### src/rtl/spc_pkg.sv
package spc_pkg;
  typedef enum logic [2:0] {
    K_FLUSH,
    K_WB,
    K_HALT,
    K_SGNT,
    K_OTHER
  } kind_e;

  typedef enum logic [1:0] {
    S_IDLE,
    S_FLUSH,
    S_FWD,
    S_PBUS
  } state_e;
endpackage

### src/rtl/spc_decode.sv
module spc_decode
  import spc_pkg::*;
#(
  parameter int TYPE_W     = 3,
  parameter int CODE_FLUSH = 0,
  parameter int CODE_WB    = 1,
  parameter int CODE_FACK  = 2,
  parameter int CODE_HALT  = 3,
  parameter int CODE_SGNT  = 4
) (
  input  logic [TYPE_W-1:0] sc_type,
  output kind_e             kind
);
  localparam logic [TYPE_W-1:0] C_FLUSH = TYPE_W'(CODE_FLUSH);
  localparam logic [TYPE_W-1:0] C_WB    = TYPE_W'(CODE_WB);
  localparam logic [TYPE_W-1:0] C_FACK  = TYPE_W'(CODE_FACK);
  localparam logic [TYPE_W-1:0] C_HALT  = TYPE_W'(CODE_HALT);
  localparam logic [TYPE_W-1:0] C_SGNT  = TYPE_W'(CODE_SGNT);

  always_comb begin
    if (sc_type == C_FLUSH || sc_type == C_FACK) kind = K_FLUSH;
    else if (sc_type == C_WB)                    kind = K_WB;
    else if (sc_type == C_HALT)                  kind = K_HALT;
    else if (sc_type == C_SGNT)                  kind = K_SGNT;
    else                                         kind = K_OTHER;
  end
endmodule

### src/rtl/spc_standby.sv
module spc_standby (
  input  logic clk,
  input  logic rst,
  input  logic enter,
  input  logic mem_access,
  output logic sram_standby,
  output logic sram_cs
);
  always_ff @(posedge clk) begin
    if (rst) begin
      sram_standby <= 1'b0;
      sram_cs      <= 1'b1;
    end else if (enter) begin
      sram_standby <= 1'b1;
      sram_cs      <= 1'b0;
    end else if (mem_access) begin
      sram_standby <= 1'b0;
      sram_cs      <= 1'b1;
    end
  end
endmodule

### src/rtl/spc_seq.sv
module spc_seq
  import spc_pkg::*;
#(
  parameter int PB_W    = 2,
  parameter int PB_HALT = 0,
  parameter int PB_SGNT = 1
) (
  input  logic            clk,
  input  logic            rst,
  input  logic            sc_valid,
  input  kind_e           kind,
  input  logic            cfg_standby_en,
  input  logic            flush_done,
  input  logic            pbus_ack,
  output logic            enter_standby,
  output logic            flush_start,
  output logic            cpu_ready,
  output logic            pbus_req,
  output logic [PB_W-1:0] pbus_type
);
  localparam logic [PB_W-1:0] T_HALT = PB_W'(PB_HALT);
  localparam logic [PB_W-1:0] T_SGNT = PB_W'(PB_SGNT);

  state_e          state;
  logic [PB_W-1:0] pend_type;
  logic            accept;
  logic            is_pwr;

  assign accept        = (state == S_IDLE) && sc_valid;
  assign is_pwr        = (kind == K_HALT) || (kind == K_SGNT);
  assign enter_standby = accept && is_pwr && cfg_standby_en;

  always_ff @(posedge clk) begin
    if (rst) begin
      state       <= S_IDLE;
      pend_type   <= '0;
      flush_start <= 1'b0;
      cpu_ready   <= 1'b0;
      pbus_req    <= 1'b0;
      pbus_type   <= '0;
    end else begin
      flush_start <= 1'b0;
      cpu_ready   <= 1'b0;
      unique case (state)
        S_IDLE: begin
          if (sc_valid) begin
            unique case (kind)
              K_FLUSH: begin
                flush_start <= 1'b1;
                state       <= S_FLUSH;
              end
              K_HALT: begin
                pend_type <= T_HALT;
                state     <= S_FWD;
              end
              K_SGNT: begin
                pend_type <= T_SGNT;
                state     <= S_FWD;
              end
              default: cpu_ready <= 1'b1;
            endcase
          end
        end
        S_FLUSH: begin
          if (flush_done) begin
            cpu_ready <= 1'b1;
            state     <= S_IDLE;
          end
        end
        S_FWD: begin
          pbus_req  <= 1'b1;
          pbus_type <= pend_type;
          state     <= S_PBUS;
        end
        S_PBUS: begin
          if (pbus_ack) begin
            pbus_req  <= 1'b0;
            cpu_ready <= 1'b1;
            state     <= S_IDLE;
          end
        end
        default: state <= S_IDLE;
      endcase
    end
  end
endmodule

### src/rtl/spc_responder.sv
module spc_responder
  import spc_pkg::*;
#(
  parameter int TYPE_W     = 3,
  parameter int PB_W       = 2,
  parameter int CODE_FLUSH = 0,
  parameter int CODE_WB    = 1,
  parameter int CODE_FACK  = 2,
  parameter int CODE_HALT  = 3,
  parameter int CODE_SGNT  = 4,
  parameter int PB_HALT    = 0,
  parameter int PB_SGNT    = 1
) (
  input  logic              clk,
  input  logic              rst,
  input  logic              cfg_standby_en,
  input  logic              sc_valid,
  input  logic [TYPE_W-1:0] sc_type,
  input  logic              mem_access,
  output logic              flush_start,
  input  logic              flush_done,
  output logic              sram_cs,
  output logic              sram_standby,
  output logic              pbus_req,
  output logic [PB_W-1:0]   pbus_type,
  input  logic              pbus_ack,
  output logic              cpu_ready
);
  kind_e kind;
  logic  enter_standby;

  spc_decode #(
    .TYPE_W(TYPE_W), .CODE_FLUSH(CODE_FLUSH), .CODE_WB(CODE_WB),
    .CODE_FACK(CODE_FACK), .CODE_HALT(CODE_HALT), .CODE_SGNT(CODE_SGNT)
  ) u_decode (
    .sc_type(sc_type),
    .kind   (kind)
  );

  spc_seq #(
    .PB_W(PB_W), .PB_HALT(PB_HALT), .PB_SGNT(PB_SGNT)
  ) u_seq (
    .clk           (clk),
    .rst           (rst),
    .sc_valid      (sc_valid),
    .kind          (kind),
    .cfg_standby_en(cfg_standby_en),
    .flush_done    (flush_done),
    .pbus_ack      (pbus_ack),
    .enter_standby (enter_standby),
    .flush_start   (flush_start),
    .cpu_ready     (cpu_ready),
    .pbus_req      (pbus_req),
    .pbus_type     (pbus_type)
  );

  spc_standby u_standby (
    .clk         (clk),
    .rst         (rst),
    .enter       (enter_standby),
    .mem_access  (mem_access),
    .sram_standby(sram_standby),
    .sram_cs     (sram_cs)
  );
endmodule

### config.mk
export PLATFORM = sky130hd
export DESIGN_NAME = spc_responder
export DESIGN_NICKNAME = d
export VERILOG_FILES = /design/src/rtl/spc_pkg.sv /design/src/rtl/spc_decode.sv /design/src/rtl/spc_standby.sv /design/src/rtl/spc_seq.sv /design/src/rtl/spc_responder.sv
export SDC_FILE = /design/constraint.sdc
export NUM_CORES = 1
export LEC_CHECK = 0
export CORE_AREA = 10 10 47 49
export CTS_CLUSTER_DIAMETER = 200
export CTS_CLUSTER_SIZE = 28
export DETAILED_ROUTE_END_ITERATION = 8
export DIE_AREA = 0 0 57 59
export GPL_TIMING_DRIVEN = 0
export PLACE_DENSITY = 0.66
export SLEW_MARGIN = 10
export SYNTH_ARGS = -nofsm -noshare
export SYNTH_HDL_FRONTEND = slang
export SYNTH_HIERARCHICAL = 1
export SYNTH_SLANG_ARGS = --single-unit
### constraint.sdc
create_clock -name clk -period 2.5 [get_ports clk]
set_input_delay 0.5 -clock clk [delete_from_list [all_inputs] [get_ports clk]]
set_output_delay 0.5 -clock clk [all_outputs]
set_load 0.01 [all_outputs]
Word-level counts from Yosys, hierarchy flattened --
Index checks and enable logic that the tools add are counted.
Word-level totals: input port bits 10, RAM bits 0, register bits 11, bits in latches 0, ROM bits 0, logic and storage cells 62, memories 0, output and inout bits 7
Cells by class: multipliers 0, bitwise gates (word level) 2, multiplexer cells 22, shifts and indexed selects 0, $lt $le $gt $ge 0, divide/modulo/power cells 0, eq/ne operators 13, reductions and logical operators 17, $add $sub $neg 0
Operators with widths (count):
- equality test 3 x 2 -> 1 bit (second input constant) | 4
- two-way mux 3 bit | 4
- two-way mux 1 bit | 10
- one-hot mux 2 bit (2 select lines) | 2
- one-hot mux 2 bit (4 select lines) | 1
- logical NOT 3 bit | 2
- two-way mux 2 bit | 3
- != test 2 bit (second input constant) | 3
- nonzero test 2 bit | 3
- OR reduction 3 bit | 2
- equality test 2 bit (second input constant) | 2
- AND reduction 4 bit | 1
- equality test 3 x 1 -> 1 bit (second input constant) | 1
- equality test 3 bit (second input constant) | 1
- logical AND 1 bit | 3
- != test 3 bit (second input constant) | 1
- one-hot mux 1 bit (3 select lines) | 1
- AND reduction 3 bit | 1
- equality test 2 x 1 -> 1 bit (second input constant) | 1
- logical NOT 2 bit | 1
- logical OR 1 bit | 2
- NOT 1 bit | 2
- one-hot mux 1 bit (2 select lines) | 1
- AND reduction 2 bit | 1
- OR reduction 2 bit | 1

Depth between registers and ports, before layout --
Gate-level depths: netlist (run 1).
depth in word-level cells 10, depth in mapped cells 6, gate-level depth less buffers 6

Cells and area by module --
Netlist (run 1), hierarchy kept.
By module, submodules not included:
- spc_seq | cells an instance 37, instances 1, area an instance 327.8 sq um
- spc_standby | cells an instance 7, instances 1, area an instance 70.1 sq um
- spc_decode | cells an instance 6, instances 1, area an instance 36.3 sq um

Least setup slack after synthesis (run 1) --
OpenSTA, ideal clock, no wires.
kind input to register, from input sc_type[0], to register u_standby.sram_standby, library setup time 0.066 ns, setup slack 1.092 ns, data arrival time 1.342 ns, cell stages on the path 6, cell sequence o21a_1 nor3b_2 and3b_1 and2_1 inv_1 a21oi_2
On the way: longest elaborated chain between the ends 10, elaborated cells on any way between the ends 17, classes of those cells 6 x eq/ne; 5 x mux; 6 x reduce/logical
RTL lines:
- start, declared | line spc_responder.sv:18 | input logic [TYPE_W-1:0] sc_type,
- equality test 3 bit | line spc_decode.sv:24 | else if (sc_type == C_SGNT) kind = K_SGNT;
- two-way mux 3 bit | line spc_decode.sv:24
- two-way mux 3 bit | line spc_decode.sv:23 | else if (sc_type == C_HALT) kind = K_HALT;
- two-way mux 3 bit | line spc_decode.sv:22 | else if (sc_type == C_WB) kind = K_WB;
- two-way mux 3 bit (*) | line spc_decode.sv:21 | if (sc_type == C_FLUSH || sc_type == C_FACK) kind = K_FLUSH;
- equality test 3 x 2 -> 1 bit | line spc_seq.sv:30 | assign is_pwr = (kind == K_HALT) || (kind == K_SGNT);
- logical OR 1 bit (*) | line spc_seq.sv:30
- logical AND 1 bit (*) (2 in series) | line spc_seq.sv:31 | assign enter_standby = accept && is_pwr && cfg_standby_en;
- named net enter_standby | line spc_responder.sv:30 | logic enter_standby;
- two-way mux 1 bit or nonzero test 2 bit (tied branches)
- end signal, assigned | line spc_standby.sv:11 | sram_standby <= 1'b0;
- end signal, assigned | line spc_standby.sv:14 | sram_standby <= 1'b1;
- end signal, assigned | line spc_standby.sv:17 | sram_standby <= 1'b0;
- end, declared | line spc_standby.sv:6 | output logic sram_standby,
The timed path passes the listed nets; every way through them passes the cells marked *. A chain may end at the register's enable or synchronous reset.

Worst setup path in the final report (run 1) --
from input sc_type[0], to register u_standby.sram_standby
On the way: longest elaborated chain between the ends 10, elaborated cells on any way between the ends 17, classes of those cells 6 x eq/ne; 5 x mux; 6 x reduce/logical
RTL lines:
- equality test 3 bit | line spc_decode.sv:24
- two-way mux 3 bit | line spc_decode.sv:24
- two-way mux 3 bit | line spc_decode.sv:23
- two-way mux 3 bit | line spc_decode.sv:22
- two-way mux 3 bit (*) | line spc_decode.sv:21
- named net kind[2] | line spc_responder.sv:29 | kind_e kind;
- equality test 3 x 2 -> 1 bit | line spc_seq.sv:30
- logical OR 1 bit (*) | line spc_seq.sv:30
- logical AND 1 bit (*) (2 in series) | line spc_seq.sv:31
- named net enter_standby | line spc_responder.sv:30
- two-way mux 1 bit or nonzero test 2 bit (tied branches)
Marked as above.

==> results of run 1 <==
## cell type report
| type | instances | area [um2] | share of cell area, % |
|---|---|---|---|
| Multi-Input combinational cell | 38 | 235 | 37.3 |
| Sequential cell | 9 | 180 | 28.6 |
| Timing Repair Buffer | 15 | 150 | 23.8 |
| Clock buffer | 4 | 26.3 | 4.17 |
| Tap cell | 16 | 20.0 | 3.17 |
| Buffer | 2 | 15.0 | 2.38 |
| Inverter | 1 | 3.75 | 0.595 |
## per-stage QoR
step / utilization, % / std cells
detailed placement: 43.1 / 81
global placement: 43.1 / 81
CTS: 45.0 / 85
floorplan: - / 50
global route: 45.0 / 85
finish: 45.0 / 85
## final timing paths
check | startpoint | to | slack, ps | cells past startpoint
hold / removal | u_seq/pbus_req | u_seq/pbus_req | 460 | 2
setup / recovery | sc_type[0] | u_standby/sram_standby | 760 | 7
hold reg to reg | u_seq/pbus_req | u_seq/pbus_req | 460 | 2
setup reg to reg | u_seq/state[0] | u_standby/sram_standby | 1290 | 5
## critical path, cell delays in order
cell	delay [ps]
clkdlybuf4s50_1	470
o21a_1	230
nor3b_2	210
and3b_1	220
and2_1	150
inv_1	50
a21oi_2	90
## layout by cell type (no fill, tap or decap)
cell type	count
buf_4	2
a21oi_1	4
nand3_1	1
clkbuf_1	1
and3b_1	1
clkbuf_4	3
dfxtp_1	9
o21bai_1	1
a311oi_1	1
a21oi_2	1
mux2i_1	2
clkdlybuf4s50_1	15
o21ai_0	2
nor3_1	1
o21a_1	1
xnor2_1	1
nor3b_1	1
nand2_1	5
mux2_1	1
and2_1	1
nor2_1	4
o22ai_1	1
nand2b_1	5
nor2b_1	2
conb_1	1
inv_1	1
nor3b_2	1
## sequential cells by signal (all words and copies together), names as in the netlist
| signal | cells |
|---|---|
| u_seq/cpu_ready | 1 |
| u_seq/flush_start | 1 |
| u_seq/pbus_req | 1 |
| u_seq/pbus_type | 1 |
| u_seq/pend_type | 1 |
| u_seq/state | 2 |
| u_standby/sram_cs | 1 |
| u_standby/sram_standby | 1 |
## report_power, final
| part | internal [W] | switching, W |
|---|---|---|
| clock network | 0.0000615 | 0.0000511 |
| logic | 0.0000332 | 0.0000232 |
| registers | 0.000149 | 0.00000398 |
## logic make-up (layout without fill, tap and decap cells)
group | Yosys count | after routing | synth area share, %
AO/OA/AOI/OAI | 11 | 11 | 15.9
other | 1 | 1 | 0.864
flip-flops | 9 | 9 | 41.5
multiplexers | 3 | 3 | 7.20
AND/OR/NAND/NOR | 22 | 22 | 28.2
buffers and inverters | 3 | 22 | 4.32
XOR/XNOR | 1 | 1 | 2.02
## per-layer routing
| layer | routed length, um | vias to the layer above | GRT usage (%) |
|---|---|---|---|
| met1 | 422 | 185 | 6.83 |
| met2 | 478 | 9 | 8.68 |
| met4 | 0 | 0 | 4.03 |
| li1 | - | 205 | - |
| met5 | 0 | - | 0 |
| met3 | 54 | 0 | 2.36 |
==> metrics.md, run 1 <==
| Metric | Value |
|---|---|
| Outcome | finished clean |
| Synthesized area per cell | 8.68 um2 |
| Final HPWL DP | 750 um |
| CTS buffer count | 3 |
| Die Y | 59 um |
| Top cells by area, synth | dfxtp_1 41%, nand2b_1 7.2%, a21oi_1 4.6% |
| CTS tree | yes |
| Final hold vios | 0 |
| Synth Flop Type | dfxtp_1 |
| Die ar. | 3360 um2 |
| Hold-fix buffers, CTS | 0 |
| WP data arrival | 1930 ps |
| Top-count cell post-synth | dfxtp_1 |
| RSZ-0062 raised after global routing | false |
| Worst-path clk slew | 60 ps |
| Tcrit/Tclk final | 69.7% |
| Antenna cells | 0 |
| CTS Buffer Depth | 2 |
| Core Area | 1400 um2 |
| GR Util All Layers | 5.90% |
| Initial antenna violation count | 0 |
| Vias per cell | 4.69 |
| Layout cells sized above 1 | 10.1% |
| Count of unique library cells instantiated by Yosys | 24 |
| Max Freq | 574 MHz |
| Nature of the critical path endpoint | register |
| Cell leakage power | 0.237 nW |
| Total power | 0.000322 W |
| Crit path kind | input pin to register |
| PD cells | 511 nW/um2 |
| Row Count | 14 |
| First-pass GRT wire length | 1660 um |
| Largest net degree at the start of global routing | 11 |
| Final Max Slew Viols | 0 |
| Mapped cell area | 434 um2 |
| Worst vdd ir | 0.195 mV |
| Drt wl/cell | 11.2 um |
| Total wire length | 955 um |
| Post-route cell area | 631 um2 |
| Starting DRT DRC Count | 5 |
| Worst skew pair latency | 260 ps |
| Area delta synth->final | 45.2% |
| Hold Slack | 457 ps |
| GRT overflow | 0 |
| Crit path required time | 2690 ps |
| TNS Setup | 0 ps |
| Max_cap viols | 0 |
| Vias in the first global route | 389 |
| DR pass1 iterations | 2 |
| Number of port buffers | 15 |
| Postcts setup bufs | 0 |
| Cells after Synth | 50 |
| Pre-CTS WS | 478 ps |
| Root Driver | clkbuf_4 |
| Fin nets | 80 |
| Post-DRT Antenna Nets | 0 |
| Sequential area share after synthesis | 41.5% |
| I/O pin cnt | 17 |
| Crit-path max FO | 4 |
| CTS sink cnt | 9 |
| PnR worst setup slack | 759 ps |
| Final setup violation count | 0 |
| Routed via count | 399 |
| Number of synthesis warnings | 6 |
| Fillers | 152 |
| Commonest cells in the netlist | 9 x dfxtp_1, 5 x nand2_1, 5 x nand2b_1 |
| CTS resizes | 0 |
| Clock Skews | 2.63 ps |
| Tmin final | 1740 ps |
| Syn Nets | 60 |
| DR DRC count | 0 |
| Share of the synthesized area in the top cell type | 41.5% |
| Placement Cell Area | 604 um2 |
| Largest area contributor in the synthesized netlist | dfxtp_1 |
| Post-synth EDFFs | 0 |
| Die X | 57 um |
| Synth Register Bits | 9 |
| CP startpoint kind | input pin |
| Async set-reset flop share out of synthesis | 0% |
| HP Class | register to register |
| Routability cong. | 0.704 |
| Starting Density | 31.0% |
| H-Tree Depth | 1 |
Note: power is estimated with default switching activity, not from simulation.
==> run 2: changes to the inputs <==
==> constraint.sdc (replaced) <==
create_clock -name clk -period 1.8 [get_ports clk]
set_input_delay 0.36 -clock clk [delete_from_list [all_inputs] [get_ports clk]]
set_output_delay 0.36 -clock clk [all_outputs]
set_load 0.01 [all_outputs]
==> results of run 2 <==
The final DEF is identical to that of run 1. Status: finished clean.
Among the figures that moved: setup slack after placement 478 ps -> -81.6 ps; setup slack after layout 759 ps -> 199 ps; register-to-register setup slack 1290 ps -> 590 ps; total power 0.000322 W -> 0.000448 W; worst IR drop on VDD 0.195 mV -> 0.270 mV
==> run 3: changes to the inputs <==
--- a/config.mk
+++ b/config.mk
@@ -6,12 +6,13 @@
 export NUM_CORES = 1
 export LEC_CHECK = 0
 export CORE_AREA = 10 10 47 49
+export CTS_BUF_LIST = sky130_fd_sc_hd__clkbuf_4 sky130_fd_sc_hd__clkbuf_8 sky130_fd_sc_hd__clkbuf_16
 export CTS_CLUSTER_DIAMETER = 200
 export CTS_CLUSTER_SIZE = 28
 export DETAILED_ROUTE_END_ITERATION = 8
 export DIE_AREA = 0 0 57 59
 export GPL_TIMING_DRIVEN = 0
-export PLACE_DENSITY = 0.66
+export PLACE_DENSITY_LB_ADDON = 0.15
 export SLEW_MARGIN = 10
 export SYNTH_ARGS = -nofsm -noshare
 export SYNTH_HDL_FRONTEND = slang
==> constraint.sdc (replaced) <==
create_clock -name clk -period 1.8 [get_ports clk]
set_input_delay 0.36 -clock clk [delete_from_list [all_inputs] [get_ports clk]]
set_output_delay 0.36 -clock clk [all_outputs]
set_load 0.05 [all_outputs]
==> run 3 against run 2 <==
Against the previous run: clock skew is 4.1 ps higher; wire length is 1.6% lower; global-route usage stayed put; clock power is 7% higher; largest cell class unchanged; via count is 5.3% lower; sequential cell count stayed put; highest routed layer unchanged; count of clock-buffer cells in the layout stayed put; critical endpoint is now sram_standby; worst setup slack worse by 140 ps; non-clock buffer count stayed put.
==> metrics.md, run 3 (same netlist as run 1, synthesis figures left out) <==
| Metric | Value |
|---|---|
| Slew HR | 66.0% |
| Antenna cells | 0 (unchanged) |
| Critical path's top delay family | buffers and inverters (was simple AND/OR/NAND/NOR gates) |
| DR DRC count | 0 (unchanged) |
| Measured slew at the worst slew-check pin | 509 ps |
| CTS tree | yes (unchanged) |
| RSZ-0062 raised after global routing | false (unchanged) |
| Worst vdd ir | 0.322 mV (was 0.270 mV) |
| Capture point of the worst reg-to-reg path | u_standby/sram_standby (unchanged) |
| Crit path required time | 1440 ps (was 1990 ps) |
| I/O pin cnt | 17 (unchanged) |
| Postcts setup bufs | 0 (unchanged) |
| Die Y | 59 um (unchanged) |
| Setup crit start | u_standby/sram_standby (was sc_type[0]) |
| Routed via count | 378 (was 399) |
| TNS Setup | 0 ps (unchanged) |
| Commonest cells after routing, fill and taps aside | 14 x clkdlybuf4s50_1, 9 x dfxtp_1, 5 x nand2_1, 5 x nand2b_1 (was 15 x clkdlybuf4s50_1, 9 x dfxtp_1, 5 x nand2_1, 5 x nand2b_1) |
| Max_cap viols | 0 (unchanged) |
| Worst skew pair latency | 250 ps (was 260 ps) |
| CTS sink cnt | 9 (unchanged) |
| Row Count | 14 (unchanged) |
| Initial antenna violation count | 0 (unchanged) |
| Layout cells sized above 1 | 11.6% (was 10.1%) |
| Routability cong. | 0.656 (was 0.704) |
| Drt wl/cell | 11.1 um (was 11.2 um) |
| H-Tree Depth | 1 (unchanged) |
| WP data arrival | 1380 ps (was 1790 ps) |
| Fin nets | 80 (unchanged) |
| Area delta synth->final | 46.7% (was 45.2%) |
| Post-DRT Antenna Nets | 0 (unchanged) |
| CTS buffer count | 3 (unchanged) |
| Final setup violation count | 0 (unchanged) |
| Worst-path clk slew | 60 ps (about the same) |
| Outcome | finished clean (unchanged) |
| PD cells | 748 nW/um2 (was 710 nW/um2) |
| CTS Buffer Depth | 2 (unchanged) |
| Crit path kind | register to output port (was input pin to register) |
| Cell leakage power | 0.260 nW (was 0.237 nW) |
| Hold-fix buffers, CTS | 0 (unchanged) |
| Starting Density | 31.0% (unchanged) |
| Largest net degree at the start of global routing | 11 (unchanged) |
| PnR worst setup slack | 56.9 ps (was 199 ps) |
| Fillers | 154 (was 152) |
| Final Max Slew Viols | 0 (unchanged) |
| Bufs and invs on worst path | 1 (was 2) |
| Clock Skews | 6.76 ps (was 2.63 ps) |
| CP max stage delay | 800 ps (was 470 ps) |
| WHS Path Cells | 2 (unchanged) |
| Total wire length | 940 um (was 955 um) |
| Most common cell after layout, fill and taps aside | clkdlybuf4s50_1 (unchanged) |
| Fin cells | 85 (unchanged) |
| GR Util All Layers | 5.90% (unchanged) |
| Crit-path max FO | 2 (was 4) |
| Tcrit/Tclk final | 96.8% (was 89.0%) |
| HP Class | register to register (unchanged) |
| Max Freq | 574 MHz (was 624 MHz) |
| Core Area | 1400 um2 (unchanged) |
| Cells after DPL | 81 (unchanged) |
| Final hold vios | 0 (unchanged) |
| Tmin final | 1740 ps (was 1600 ps) |
| Hold Crit Start | u_seq/pbus_req (unchanged) |
| Die ar. | 3360 um2 (unchanged) |
| Total power | 0.000476 W (was 0.000448 W) |
| CP max stage cell | clkdlybuf4s50_1 (unchanged) |
| GRT overflow | 0 (unchanged) |
| CP startpoint kind | register (was input pin) |
| Max reg flops | 2 (unchanged) |
| Largest Register | u_seq/state (unchanged) |
| Nature of the critical path endpoint | output port (was register) |
| Vias per cell | 4.45 (was 4.69) |
| Starting DRT DRC Count | 4 (was 5) |
| Number of port buffers | 15 (unchanged) |
| Die X | 57 um (unchanged) |
| Reg2Reg Setup Slack | 570 ps (was 590 ps) |
| Reg2reg start | u_seq/state[0] (unchanged) |
| Crit-path cells | clkdlybuf4s50_1 (was clkdlybuf4s50_1 > o21a_1 > nor3b_2 > and3b_1 > and2_1 > inv_1 > a21oi_2) |
| Vias in the first global route | 366 (was 389) |
| Hold Path End | u_seq/pbus_req (unchanged) |
| CTS resizes | 0 (unchanged) |
| DR pass1 iterations | 3 (was 2) |
| Root Driver | clkbuf_4 (unchanged) |
| Pre-CTS WS | -91.9 ps (was -81.6 ps) |
| Register-to-Register Path Depth | 5 (unchanged) |
| First-pass GRT wire length | 1590 um (was 1660 um) |
run 3: how the worst max path moves through the flow:
stage / to / slack [ps] / cells after the start
after floorplan: u_standby/sram_standby / 530 / 6
after CTS: pbus_type[0] / 20 / 1
after global placement: u_standby/sram_standby / -90 / 7
after detailed placement: u_standby/sram_standby / -90 / 7
after global routing: sram_standby / 3 / 1
final: sram_standby / 60 / 1
run 3: stage by stage:
stage	hold WS (ps)	instance area, um2	utilization (%)
global route	483	637	45.4
floorplan	422	434	-
finish	456	637	45.4
CTS	463	634	45.3
global placement	449	604	43.1
detailed placement	455	604	43.1
run 3: area by class of cell:
| class | count | area [um2] | share of cell area [%] |
|---|---|---|---|
| Buffer | 2 | 15.0 | 2.36 |
| Timing Repair Buffer | 15 | 153 | 24.0 |
| Clock buffer | 4 | 30.0 | 4.72 |
| Tap cell | 16 | 20.0 | 3.14 |
| Multi-Input combinational cell | 38 | 235 | 36.9 |
| Inverter | 1 | 3.75 | 0.589 |
| Sequential cell | 9 | 180 | 28.3 |
run 3: where the power goes:
group | leakage (nW) | internal [W] | switching [W]
clock | 0.0184 | 0.000100 | 0.0000670
sequential | 0.0732 | 0.000207 | 0.00000511
combinational | 0.168 | 0.0000461 | 0.0000504
run 3: per-layer routing:
metal / track usage (%) / share of wire [%] / vias up
met5: 0 / 0 / -
met4: 3.02 / 0 / 0
met3: 3.00 / 7.6 / 0
met2: 8.99 / 46 / 8
met1: 6.59 / 46 / 162
li1: - / - / 208
